## config.mk

```make
export PLATFORM = sky130hd
export DESIGN_NAME = pvic_top
export DESIGN_NICKNAME = d
export VERILOG_FILES = /design/src/rtl/pvic_pkg.sv /design/src/rtl/pvic_src.sv /design/src/rtl/pvic_arb.sv /design/src/rtl/pvic_stack.sv /design/src/rtl/pvic_top.sv
export SDC_FILE = /design/constraint.sdc
export NUM_CORES = 1
export LEC_CHECK = 0
export BUFFER_PORTS_ARGS = -buffer_cell sky130_fd_sc_hd__buf_2
export CAP_MARGIN = 20
export CELL_PAD_IN_SITES_DETAIL_PLACEMENT = 1
export CELL_PAD_IN_SITES_GLOBAL_PLACEMENT = 2
export CORE_AREA = 10 10 308 236
export CTS_CLUSTER_DIAMETER = 150
export DETAILED_ROUTE_END_ITERATION = 8
export DIE_AREA = 0 0 318 246
export GPL_TIMING_DRIVEN = 1
export PLACE_DENSITY_LB_ADDON = 0.1
export SLEW_MARGIN = 25
export SYNTH_ARGS = -nofsm -noshare
export SYNTH_HDL_FRONTEND = slang
export SYNTH_HIERARCHICAL = 1
export SYNTH_SLANG_ARGS = --single-unit
```

## constraint.sdc

```tcl
create_clock -name clk -period 6.1 [get_ports clk]
set_input_delay 0.61 -clock clk [delete_from_list [all_inputs] [get_ports clk]]
set_output_delay 0.61 -clock clk [all_outputs]
set_load 0.02 [all_outputs]
```

## src/rtl/pvic_pkg.sv

```systemverilog
package pvic_pkg;
  typedef enum logic [1:0] {
    SENS_HIGH = 2'b00,
    SENS_LOW  = 2'b01,
    SENS_RISE = 2'b10,
    SENS_FALL = 2'b11
  } sense_e;

  // word indices of the control registers (byte offset / 4)
  localparam int REG_ENABLE = 64;
  localparam int REG_RAW    = 65;
  localparam int REG_PEND   = 66;
  localparam int REG_CUR    = 67;
  localparam int REG_EOS    = 70;

  function automatic logic sense_is_edge(sense_e s);
    return s[1];
  endfunction
endpackage

```

## src/rtl/pvic_src.sv

```systemverilog
module pvic_src
  import pvic_pkg::*;
(
  input  logic   clk,
  input  logic   rst,
  input  logic   req_in,
  input  sense_e sense,
  input  logic   take,
  output logic   sync_o,
  output logic   pend_o
);
  logic s1_q, s2_q, prev_q, pend_q;

  always_ff @(posedge clk) begin
    if (rst) begin
      s1_q   <= 1'b0;
      s2_q   <= 1'b0;
      prev_q <= 1'b0;
      pend_q <= 1'b0;
    end else begin
      s1_q   <= req_in;
      s2_q   <= s1_q;
      prev_q <= s2_q;
      unique case (sense)
        SENS_HIGH: pend_q <= s2_q;
        SENS_LOW:  pend_q <= ~s2_q;
        SENS_RISE: begin
          if (take)               pend_q <= 1'b0;
          else if (s2_q & ~prev_q) pend_q <= 1'b1;
        end
        SENS_FALL: begin
          if (take)               pend_q <= 1'b0;
          else if (~s2_q & prev_q) pend_q <= 1'b1;
        end
        default: pend_q <= 1'b0;
      endcase
    end
  end

  assign sync_o = s2_q;
  assign pend_o = pend_q;
endmodule

```

## src/rtl/pvic_arb.sv

```systemverilog
module pvic_arb #(
  parameter int NSRC = 32,
  parameter int NLVL = 8,
  localparam int CW = $clog2(NSRC),
  localparam int LW = $clog2(NLVL)
) (
  input  logic [NSRC-1:0]         pend,
  input  logic [NSRC-1:0]         en,
  input  logic [NSRC-1:0][LW-1:0] lvl,
  input  logic [LW:0]             thr,
  output logic                    valid,
  output logic [CW-1:0]           ch,
  output logic [LW-1:0]           lvl_o
);
  logic [NSRC-1:0] elig;
  logic [NLVL-1:0] hit;
  logic [LW-1:0]   best;

  // stage 0: nesting mask
  always_comb begin
    for (int i = 0; i < NSRC; i++)
      elig[i] = pend[i] & en[i] & ({1'b0, lvl[i]} < thr);
  end

  // stage 1: most urgent populated level
  always_comb begin
    hit  = '0;
    best = '0;
    for (int l = 0; l < NLVL; l++)
      for (int i = 0; i < NSRC; i++)
        if (elig[i] && lvl[i] == LW'(l)) hit[l] = 1'b1;
    for (int l = NLVL - 1; l >= 0; l--)
      if (hit[l]) best = LW'(l);
  end

  // stage 2: lowest channel within that level
  always_comb begin
    ch = '0;
    for (int i = NSRC - 1; i >= 0; i--)
      if (elig[i] && lvl[i] == best) ch = CW'(i);
  end

  assign valid = |hit;
  assign lvl_o = best;
endmodule

```

## src/rtl/pvic_stack.sv

```systemverilog
module pvic_stack #(
  parameter int NLVL = 8,
  localparam int LW = $clog2(NLVL)
) (
  input  logic          clk,
  input  logic          rst,
  input  logic          push,
  input  logic [LW-1:0] push_lvl,
  input  logic          pop,
  output logic [LW:0]   thr
);
  localparam logic [LW:0] DEPTH = (LW + 1)'(NLVL);

  logic [LW-1:0] mem [NLVL];
  logic [LW:0]   ptr_q;
  logic [LW:0]   ptr_m1;

  assign ptr_m1 = ptr_q - 1'b1;

  always_ff @(posedge clk) begin
    if (push && ptr_q < DEPTH) mem[ptr_q[LW-1:0]] <= push_lvl;
  end

  always_ff @(posedge clk) begin
    if (rst) ptr_q <= '0;
    else if (push) begin
      if (ptr_q < DEPTH) ptr_q <= ptr_q + 1'b1;
    end else if (pop && ptr_q != '0) ptr_q <= ptr_m1;
  end

  assign thr = (ptr_q == '0) ? DEPTH : {1'b0, mem[ptr_m1[LW-1:0]]};
endmodule

```

## src/rtl/pvic_top.sv

```systemverilog
module pvic_top
  import pvic_pkg::*;
#(
  parameter int NSRC = 32,
  parameter int NLVL = 8,
  parameter int AW   = 12,
  parameter int DW   = 32
) (
  input  logic            clk,
  input  logic            rst,
  input  logic [NSRC-1:0] irq_src,
  input  logic            psel,
  input  logic            penable,
  input  logic            pwrite,
  input  logic [AW-1:0]   paddr,
  input  logic [DW-1:0]   pwdata,
  output logic [DW-1:0]   prdata,
  output logic            fiq_n,
  output logic            irq_n
);
  localparam int CW = $clog2(NSRC);
  localparam int LW = $clog2(NLVL);
  localparam int IW = AW - 2;
  localparam logic [IW-1:0] A_NSRC = IW'(NSRC);
  localparam logic [IW-1:0] A_EN   = IW'(REG_ENABLE);
  localparam logic [IW-1:0] A_RAW  = IW'(REG_RAW);
  localparam logic [IW-1:0] A_PEND = IW'(REG_PEND);
  localparam logic [IW-1:0] A_CUR  = IW'(REG_CUR);
  localparam logic [IW-1:0] A_EOS  = IW'(REG_EOS);
  localparam logic [LW-1:0] LVL_FLOOR = LW'(NLVL - 1);

  logic [IW-1:0]           widx;
  logic                    wr, rd, cfg_hit, ack, eos;
  logic [NSRC-1:0]         en_q;
  logic [NSRC-1:0][LW-1:0] lvl_q;
  sense_e                  sen_q [NSRC];
  logic [NSRC-1:0]         edge_m, take, raw, pend;
  logic                    arb_v;
  logic [CW-1:0]           arb_ch;
  logic [LW-1:0]           arb_lvl;
  logic [LW:0]             thr;
  logic                    win_v_q;
  logic [CW-1:0]           win_ch_q;
  logic [LW-1:0]           win_lvl_q;
  logic                    unused_bits;

  assign unused_bits = ^{pwdata[DW-1:6], pwdata[3:LW], paddr[1:0]};
  assign widx    = paddr[AW-1:2];
  assign wr      = psel & penable & pwrite;
  assign rd      = psel & penable & ~pwrite;
  assign cfg_hit = widx < A_NSRC;
  assign ack     = rd && widx == A_CUR && win_v_q;
  assign eos     = wr && widx == A_EOS;

  // configuration registers
  always_ff @(posedge clk) begin
    if (rst) begin
      en_q <= '0;
      for (int i = 0; i < NSRC; i++) begin
        lvl_q[i] <= LVL_FLOOR;
        sen_q[i] <= SENS_HIGH;
      end
    end else if (wr) begin
      if (widx == A_EN) en_q <= pwdata[NSRC-1:0];
      for (int i = 0; i < NSRC; i++) begin
        if (cfg_hit && widx[CW-1:0] == CW'(i)) begin
          lvl_q[i] <= pwdata[LW-1:0];
          sen_q[i] <= sense_e'(pwdata[5:4]);
        end
      end
    end
  end

  // per-source conditioning
  for (genvar g = 0; g < NSRC; g++) begin : g_src
    assign edge_m[g] = sense_is_edge(sen_q[g]);
    assign take[g]   = ack & edge_m[g] & (win_ch_q == CW'(g));
    pvic_src u_src (
      .clk    (clk),
      .rst    (rst),
      .req_in (irq_src[g]),
      .sense  (sen_q[g]),
      .take   (take[g]),
      .sync_o (raw[g]),
      .pend_o (pend[g])
    );
  end

  pvic_arb #(.NSRC(NSRC), .NLVL(NLVL)) u_arb (
    .pend  (pend),
    .en    (en_q),
    .lvl   (lvl_q),
    .thr   (thr),
    .valid (arb_v),
    .ch    (arb_ch),
    .lvl_o (arb_lvl)
  );

  pvic_stack #(.NLVL(NLVL)) u_stk (
    .clk      (clk),
    .rst      (rst),
    .push     (ack),
    .push_lvl (win_lvl_q),
    .pop      (eos),
    .thr      (thr)
  );

  // registered winner and output lines
  always_ff @(posedge clk) begin
    if (rst) begin
      win_v_q   <= 1'b0;
      win_ch_q  <= '0;
      win_lvl_q <= '0;
      fiq_n     <= 1'b1;
      irq_n     <= 1'b1;
    end else begin
      win_v_q   <= arb_v;
      win_ch_q  <= arb_ch;
      win_lvl_q <= arb_lvl;
      fiq_n     <= ~(arb_v && arb_lvl == '0);
      irq_n     <= ~(arb_v && arb_lvl != '0);
    end
  end

  // read mux
  always_comb begin
    prdata = '0;
    if (cfg_hit) begin
      prdata[LW-1:0] = lvl_q[widx[CW-1:0]];
      prdata[5:4]    = sen_q[widx[CW-1:0]];
    end else begin
      case (widx)
        A_EN:   prdata[NSRC-1:0] = en_q;
        A_RAW:  prdata[NSRC-1:0] = raw;
        A_PEND: prdata[NSRC-1:0] = pend;
        A_CUR: begin
          prdata[DW-1]     = win_v_q;
          prdata[8 +: LW]  = win_lvl_q;
          prdata[CW-1:0]   = win_ch_q;
        end
        default: prdata = '0;
      endcase
    end
  end
endmodule

```

* After elaboration in Yosys (flattened, before gate mapping)
Memory sizes are Yosys's and may differ from the RTL's.
Index checks and enable logic that the tools add are counted.
** Cells by class
- $add $sub $neg :: 2
- $lt $le $gt $ge :: 35
- Reduce and logical (&&, ||, !) cells :: 470
- Bitwise operators :: 294
- Mux-type cells :: 634
- Eq/ne operators :: 484
** Operators by type and width (number)
- 1-bit 2-to-1 mux :: 518
- 3-bit == test (second input constant) :: 128
- 1-bit logical AND :: 327
- 1-bit bitwise AND :: 195
- 3-bit by 2-bit == test with 1-bit output (second input constant) :: 64
- 3-bit by 1-bit != test with 1-bit output (second input constant) :: 64
- 5-bit == test (second input constant) :: 32
- 1-bit one-hot mux with 4 select lines :: 33
- 2-bit AND reduction :: 66
- 2-bit == test (second input constant) :: 64
- 3-bit by 4-bit less-than comparator with 1-bit output :: 32
- 3-bit logical NOT :: 33
- 3-bit by 1-bit == test with 1-bit output (second input constant) :: 32
- 3-bit == test :: 32
- 5-bit by 4-bit == test with 1-bit output (second input constant) :: 16
- 5-bit 2-to-1 mux :: 16
- 2-bit 2-to-1 mux :: 35
- 1-bit NOT :: 67
- 2-bit by 1-bit == test with 1-bit output (second input constant) :: 32
- 2-bit logical NOT :: 32
- 20-bit one-hot mux with 3 select lines :: 1
- 10-bit by 7-bit == test with 1-bit output (second input constant) :: 5
- 4-bit 2-to-1 mux :: 12
- 3-bit 2-to-1 mux :: 14
- other kinds (26) :: 69
** Word-level totals
- Output and inout bits :: 34
- Bits of input ports :: 81
- Bits in registers :: 271
- Logic and storage cells :: 2092
- Memories kept :: 2
- RAM bits :: 88
** Memory list
- sen_q :: depth 32, width 2, rd ports 33, clocked after Yosys merged registers in 0, write ports 32, line pvic_top.sv:36 : sense_e sen_q [NSRC];
- u_stk.mem :: depth 8, width 3, rd ports 1, clocked after Yosys merged registers in 0, write ports 1, line pvic_stack.sv:14 : logic [LW-1:0] mem [NLVL];

* Depth between registers and ports, before layout
An unclocked memory read counts as a cell.
- Depth after elaboration :: 79
- Gate-level depth with buffers :: 28
- Gate-level depth less buffers :: 23

* Cells and area by module
Netlist, hierarchy kept.
** Modules (own cells, without submodules)
- pvic_top :: sequential area each 4704.5 µm², area an instance 10378.7 µm², instances 1, cells an instance 1054
- pvic_arb :: sequential area each 0.0 µm², area an instance 7136.8 µm², instances 1, cells an instance 1049
- pvic_src :: sequential area each 80.1 µm², area an instance 156.4 µm², instances 32, cells an instance 13
- pvic_stack :: sequential area each 800.8 µm², area an instance 1248.7 µm², instances 1, cells an instance 85

* Worst setup path before layout
OpenSTA, ideal clock, no wires.
- Path type :: reg-to-reg
- Start point :: register u_stk.ptr_q[0]
- End point :: register win_ch_q[1]
- Arrival time :: 5.994 ns
- Clock period less this slack :: 6.060 ns
- Path buffers :: 2
- Required time :: 6.034 ns
- Stages on the path, launching flop included :: 26
- Setup time :: 0.066 ns
- Setup slack :: 0.040 ns
- Path through :: dfxtp_1 buf_4 inv_1 ha_1 or3b_4 inv_1 or2_2 o21ai_0 inv_1 ha_1 or4bb_1 o32ai_1 nand3_1 o211ai_1 nor3_1 and4_1 a211oi_1 o21bai_4 buf_6 xnor2_1 and3_1 or2_1 or3b_1 a2111o_1 a41oi_1 nor2b_1
** Between the ends
- Elaborated cells between the ends (all ways) :: 683
- Those cells by class :: add/sub: 1; order compare: 32; eq/ne: 32; mux: 295; bitwise: 32; reduce/logical: 290; memory: 1
** RTL lines
- start, declared :: line pvic_stack.sv:15 : logic [LW:0] ptr_q;
- start signal, assigned :: line pvic_stack.sv:27 : if (ptr_q < DEPTH) ptr_q <= ptr_q + 1'b1;
- start signal, assigned :: line pvic_stack.sv:28 : end else if (pop && ptr_q != '0) ptr_q <= ptr_m1;
- 4-bit logical NOT * :: line pvic_stack.sv:31 : assign thr = (ptr_q == '0) ? DEPTH : {1'b0, mem[ptr_m1[LW-1:0]]};
- 4-bit 2-to-1 mux * :: line pvic_stack.sv:31
- net thr[3] :: line pvic_top.sv:41 : logic [LW:0] thr;
- 3-bit by 4-bit less-than comparator with 1-bit output :: line pvic_arb.sv:22 : elig[i] = pend[i] & en[i] & ({1'b0, lvl[i]} < thr);
- 1-bit bitwise AND :: line pvic_arb.sv:22
- 1-bit logical AND :: line pvic_arb.sv:31 : if (elig[i] && lvl[i] == LW'(l)) hit[l] = 1'b1;
- 1-bit 2-to-1 mux (32 in series) :: line pvic_arb.sv:31
- 3-bit 2-to-1 mux (8 in series) :: line pvic_arb.sv:33 : if (hit[l]) best = LW'(l);
- 3-bit == test :: line pvic_arb.sv:40 : if (elig[i] && lvl[i] == best) ch = CW'(i);
- 1-bit logical AND :: line pvic_arb.sv:40
- 5-bit 2-to-1 mux (16 in series) :: line pvic_arb.sv:40
- 4-bit 2-to-1 mux (8 in series) :: line pvic_arb.sv:40
- 3-bit 2-to-1 mux (4 in series) :: line pvic_arb.sv:40
- 2-bit 2-to-1 mux (2 in series) :: line pvic_arb.sv:40
- end signal, assigned :: line pvic_top.sv:118 : win_ch_q <= arb_ch;
- end, declared :: line pvic_top.sv:43 : logic [CW-1:0] win_ch_q;
The timed path passes the listed nets; every way through them passes the cells marked *.
A chain may end at the register's enable or synchronous reset.

* Worst setup path after layout
- Start point :: register u_stk.ptr_q[0]
- End point :: register win_ch_q[0]
** Between the ends
- Elaborated cells between the ends (all ways) :: 684
- Those cells by class :: add/sub: 1; order compare: 32; eq/ne: 32; mux: 296; bitwise: 32; reduce/logical: 290; memory: 1
** RTL lines (line)
- 4-bit logical NOT * :: pvic_stack.sv:31
- 4-bit 2-to-1 mux * :: pvic_stack.sv:31
- net thr[3] :: pvic_top.sv:41
- 3-bit by 4-bit less-than comparator with 1-bit output :: pvic_arb.sv:22
- 1-bit bitwise AND :: pvic_arb.sv:22
- 1-bit logical AND :: pvic_arb.sv:31
- 1-bit 2-to-1 mux (32 in series) :: pvic_arb.sv:31
- 3-bit 2-to-1 mux (8 in series) :: pvic_arb.sv:33
- 3-bit == test :: pvic_arb.sv:40
- 1-bit logical AND :: pvic_arb.sv:40
- 5-bit 2-to-1 mux (16 in series) :: pvic_arb.sv:40
- 4-bit 2-to-1 mux (8 in series) :: pvic_arb.sv:40
- 3-bit 2-to-1 mux (4 in series) :: pvic_arb.sv:40
- 2-bit 2-to-1 mux (2 in series) :: pvic_arb.sv:40
- 1-bit 2-to-1 mux :: pvic_arb.sv:40
Marked as above.

==> summary.txt <==
Status
  • Status: complete, no violations

Routing
  • Top Layer Used: met5
  • Drt wl/cell: 33.8 um
  • Vias/cell: 6.45
  • Routed Antenna Nets: 0
  • M1 WL: 58400 um
  • Drt initial violations: 2800
  • DRC Markers: 0
  • First-pass detailed-route iteration total: 6
  • Vias: 25316
  • Met2 WL: 56800 um
  • Met3 WL: 12400 um
  • Final wirelength: 132000 um

Global routing
  • Gr usage total: 32.1%
  • Grt ovf: 0
  • Number of global-route vias before repair: 25379
  • Largest net degree at the start of global routing: 95
  • Initial antenna violation count: 6
  • Global-route wire length before repair: 187000 um

Synthesis
  • Post-synth top cells: 271 x dfxtp_1, 216 x nand2_1, 180 x nor2b_1, 133 x nor2_1, 113 x a21oi_1
  • Synth async-reset ratio: 0%
  • Post-Syn Nets: 2751
  • Area contributors post-synth: dfxtp_1 23%, edfxtp_1 11%, nor2b_1 4.7%
  • Register area share after synthesis: 33.9%
  • Post-Syn Area: 23800 um^2
  • EDFF count, synth: 88
  • FF+latch count, synth: 359
  • Largest area contributor in the netlist: dfxtp_1
  • Top-count cell post-synth: dfxtp_1
  • Post-synth cell types: 110
  • Ys flop type: dfxtp_1
  • Top cell type's share of synthesized area: 22.8%
  • Syn Area/Cell: 9.13 um^2
  • Synth warn: 6
  • Gate Count Post-Synth: 2604

Flow run
  • MaxCap Viol Count: 0

Clock network
  • H-tree level count: 2
  • Clock-pin slew of the registers on the worst-case setup and hold paths: 70 ps
  • Clk Latency, worst-skew pair: 620 ps
  • Clock sink count: 359
  • CTS buffer count: 42
  • Clk buf depth: 3
  • Clk root buf: clkbuf_16
  • Hold buffer count at CTS: 0
  • TritonCTS clock tree: built

Critical path
  • Data required, critical path: 6610 ps
  • CP endpoint kind: register
  • Cells on worst reg2reg path: 29
  • Reg2reg setup slack: 2 ps
  • Worst Path Arrival: 6610 ps
  • Crit-path slowest cell: or4bb_4
  • Crit Path Max Fanout: 8
  • Reg2Reg Launch Point: u_stk/ptr_q[0]
  • Critical path class: register to register
  • Worst Setup Start Kind: register
  • Worst path max stage delay: 570 ps
  • Worst R2R End: win_ch_q[0]

Floorplan
  • Die Area: 78200 um^2
  • Core area: 66400 um^2
  • I/O pins: 115
  • # rows: 82
  • Die W: 318 um
  • Initial Util: 35.8%
  • Die H: 246 um

Min path
  • Hold_sp: irq_src[13]
  • Worst Hold Path Cells: 2
  • Min-Delay Path Class: input pin to register
  • WHS Endpoint: g_src[13].u_src/s1_q

Power and ir drop
  • Leak: 11.9 nW
  • Comb pwr share: 7.4%
  • Clock network fraction of total power: 46.8%
  • Flop pwr share: 45.8%
  • Sw power: 0.00152 W
  • Worst vdd ir: 0.208 mV
  • Power Internal: 0.00418 W
  • Sw frac: 26.7%
  • PD cells: 184 nW/um^2

STA
  • RSZ-0062 raised after global routing: yes
  • Worst Skew: 40.7 ps
  • Final Hold Viols: 0
  • Hold slack: 199 ps
  • Setup TNS: 0 ps
  • Worst-margin pin slew: 1140 ps
  • FMAX: 164 MHz
  • Min cycle time layout: 6100 ps
  • Slew Viols, Final: 0
  • # setup viols final: 0
  • Final worst path period share: 100%
  • Slew HR: 23.7%

Finish
  • Final Util: 46.8%
  • Area grow syn2layout: 30.7%
  • Nets: 3150
  • Layout cells sized above 1: 33.4%

Placement
  • HPWL Detailed: 98800 um
  • GPL Wtd Cong: 1.08
  • Port Buf Inserts: 112
## power by group through the flow
stage / registers [W] / clock network [W] / logic, W
global route: 0.00262 / 0.00280 / 0.000438
detailed placement: 0.00266 / 0 / 0.000406
finish: 0.00261 / 0.00267 / 0.000420
global placement: 0.00266 / 0 / 0.000393
floorplan: 0.00262 / 0 / 0.000237
CTS: 0.00261 / 0.00271 / 0.000408
## cell type report
| class | instances | area (um^2) |
|---|---|---|
| timing repair buffer | 522 | 4020 |
| clock inverter | 23 | 256 |
| multi-input combinational | 2002 | 16200 |
| clock buffer | 55 | 1160 |
| fill | 7416 | 35300 |
| tap | 882 | 1100 |
| inverter | 76 | 285 |
| antenna | 3 | 7.51 |
| sequential | 359 | 8070 |
## cells in the final DEF (no fill, tap or decap), types with 29 or more instances in the layout
| cell type | Yosys | routed |
|---|---|---|
| buf_4 | 6 | 364 |
| and3_1 | 72 | 69 |
| nand2b_1 | 47 | 45 |
| o21ai_0 | 69 | 60 |
| xor2_1 | 52 | 48 |
| mux2i_1 | 52 | 52 |
| clkbuf_16 | 0 | 43 |
| nand3_1 | 75 | 72 |
| ha_1 | 66 | 47 |
| nor3b_2 | 32 | 33 |
| nor4_2 | 43 | 59 |
| mux4_2 | 37 | 37 |
| edfxtp_1 | 88 | 88 |
| o21ai_1 | 56 | 53 |
| nor3_1 | 41 | 39 |
| buf_2 | 30 | 109 |
| a31oi_1 | 67 | 66 |
| nor2_1 | 133 | 126 |
| nand2_1 | 216 | 213 |
| a221oi_2 | 32 | 32 |
| inv_1 | 72 | 66 |
| a21oi_1 | 113 | 102 |
| nor4_1 | 57 | 40 |
| dfxtp_1 | 271 | 269 |
| a211o_1 | 30 | 29 |
| nor2b_1 | 180 | 171 |
## registers in the layout (all words and copies together), names as in the netlist
register,count
win_ch_q,5
u_stk/ptr_q,4
en_q,32
g_src.u_src/s1_q,32
win_lvl_q,3
u_stk/mem,24
lvl_q,96
sen_q,64
irq_n,1
win_v_q,1
g_src.u_src/sync_o,32
fiq_n,1
g_src.u_src/pend_o,32
g_src.u_src/prev_q,32
## what timing repair did
| item | 4_1_cts | 5_1_grt |
|---|---|---|
| gates resized for setup | 119 | 185 |
| gates cloned | 1 | 0 |
| buffers inserted | 17 | 29 |
| pin swaps | 41 | 90 |
| endpoints found under the setup margin | 5 | 5 |
## critical path: cells and delay by family (launching register included)
family	cells	cell delay [ps]
fa+ha+maj	2	360
buf+inv	10	1240
flops	1	360
compound gates	10	2280
simple gates	6	1540
xor+xnor	1	210
## cell families after synthesis
logic type,synth area share [%]
AO/OA/AOI/OAI,22.1
XOR/XNOR,2.91
adder cells (fa/ha/maj),3.47
buffers and inverters,4.51
flip-flops,33.9
multiplexers,5.89
AND/OR/NAND/NOR,27.2
## through the flow
stage | instances | instance area [um^2] | total power [W] | setup WS, ps
floorplan | 2604 | 23800 | 0.00285 | 40.4
global placement | 3803 | 27600 | 0.00305 | -856
detailed placement | 3803 | 27600 | 0.00307 | -925
CTS | 3899 | 29800 | 0.00573 | 1.66
global route | 3920 | 31100 | 0.00586 | -167
finish | 3922 | 31100 | 0.00570 | 1.81
## worst max-delay path by stage
| stage | from | end | slack (ps) |
|---|---|---|---|
| finish | u_stk/ptr_q[0] | win_ch_q[0] | 2 |
| global route | u_stk/ptr_q[0] | win_ch_q[0] | -170 |
| CTS | u_stk/ptr_q[0] | win_ch_q[3] | 2 |
| detailed placement | u_stk/ptr_q[0] | win_ch_q[1] | -920 |
| global placement | u_stk/ptr_q[0] | win_ch_q[3] | -860 |
| floorplan | u_stk/ptr_q[0] | win_ch_q[1] | 40 |
## routing by layer
| metal | global-route usage, % | vias to the layer above |
|---|---|---|
| met5 | 0 | - |
| met4 | 12.0 | 4 |
| met3 | 6.68 | 241 |
| met2 | 47.9 | 1167 |
| met1 | 44.9 | 13148 |
| li1 | - | 10756 |
Power figures use the tool's default switching activity.
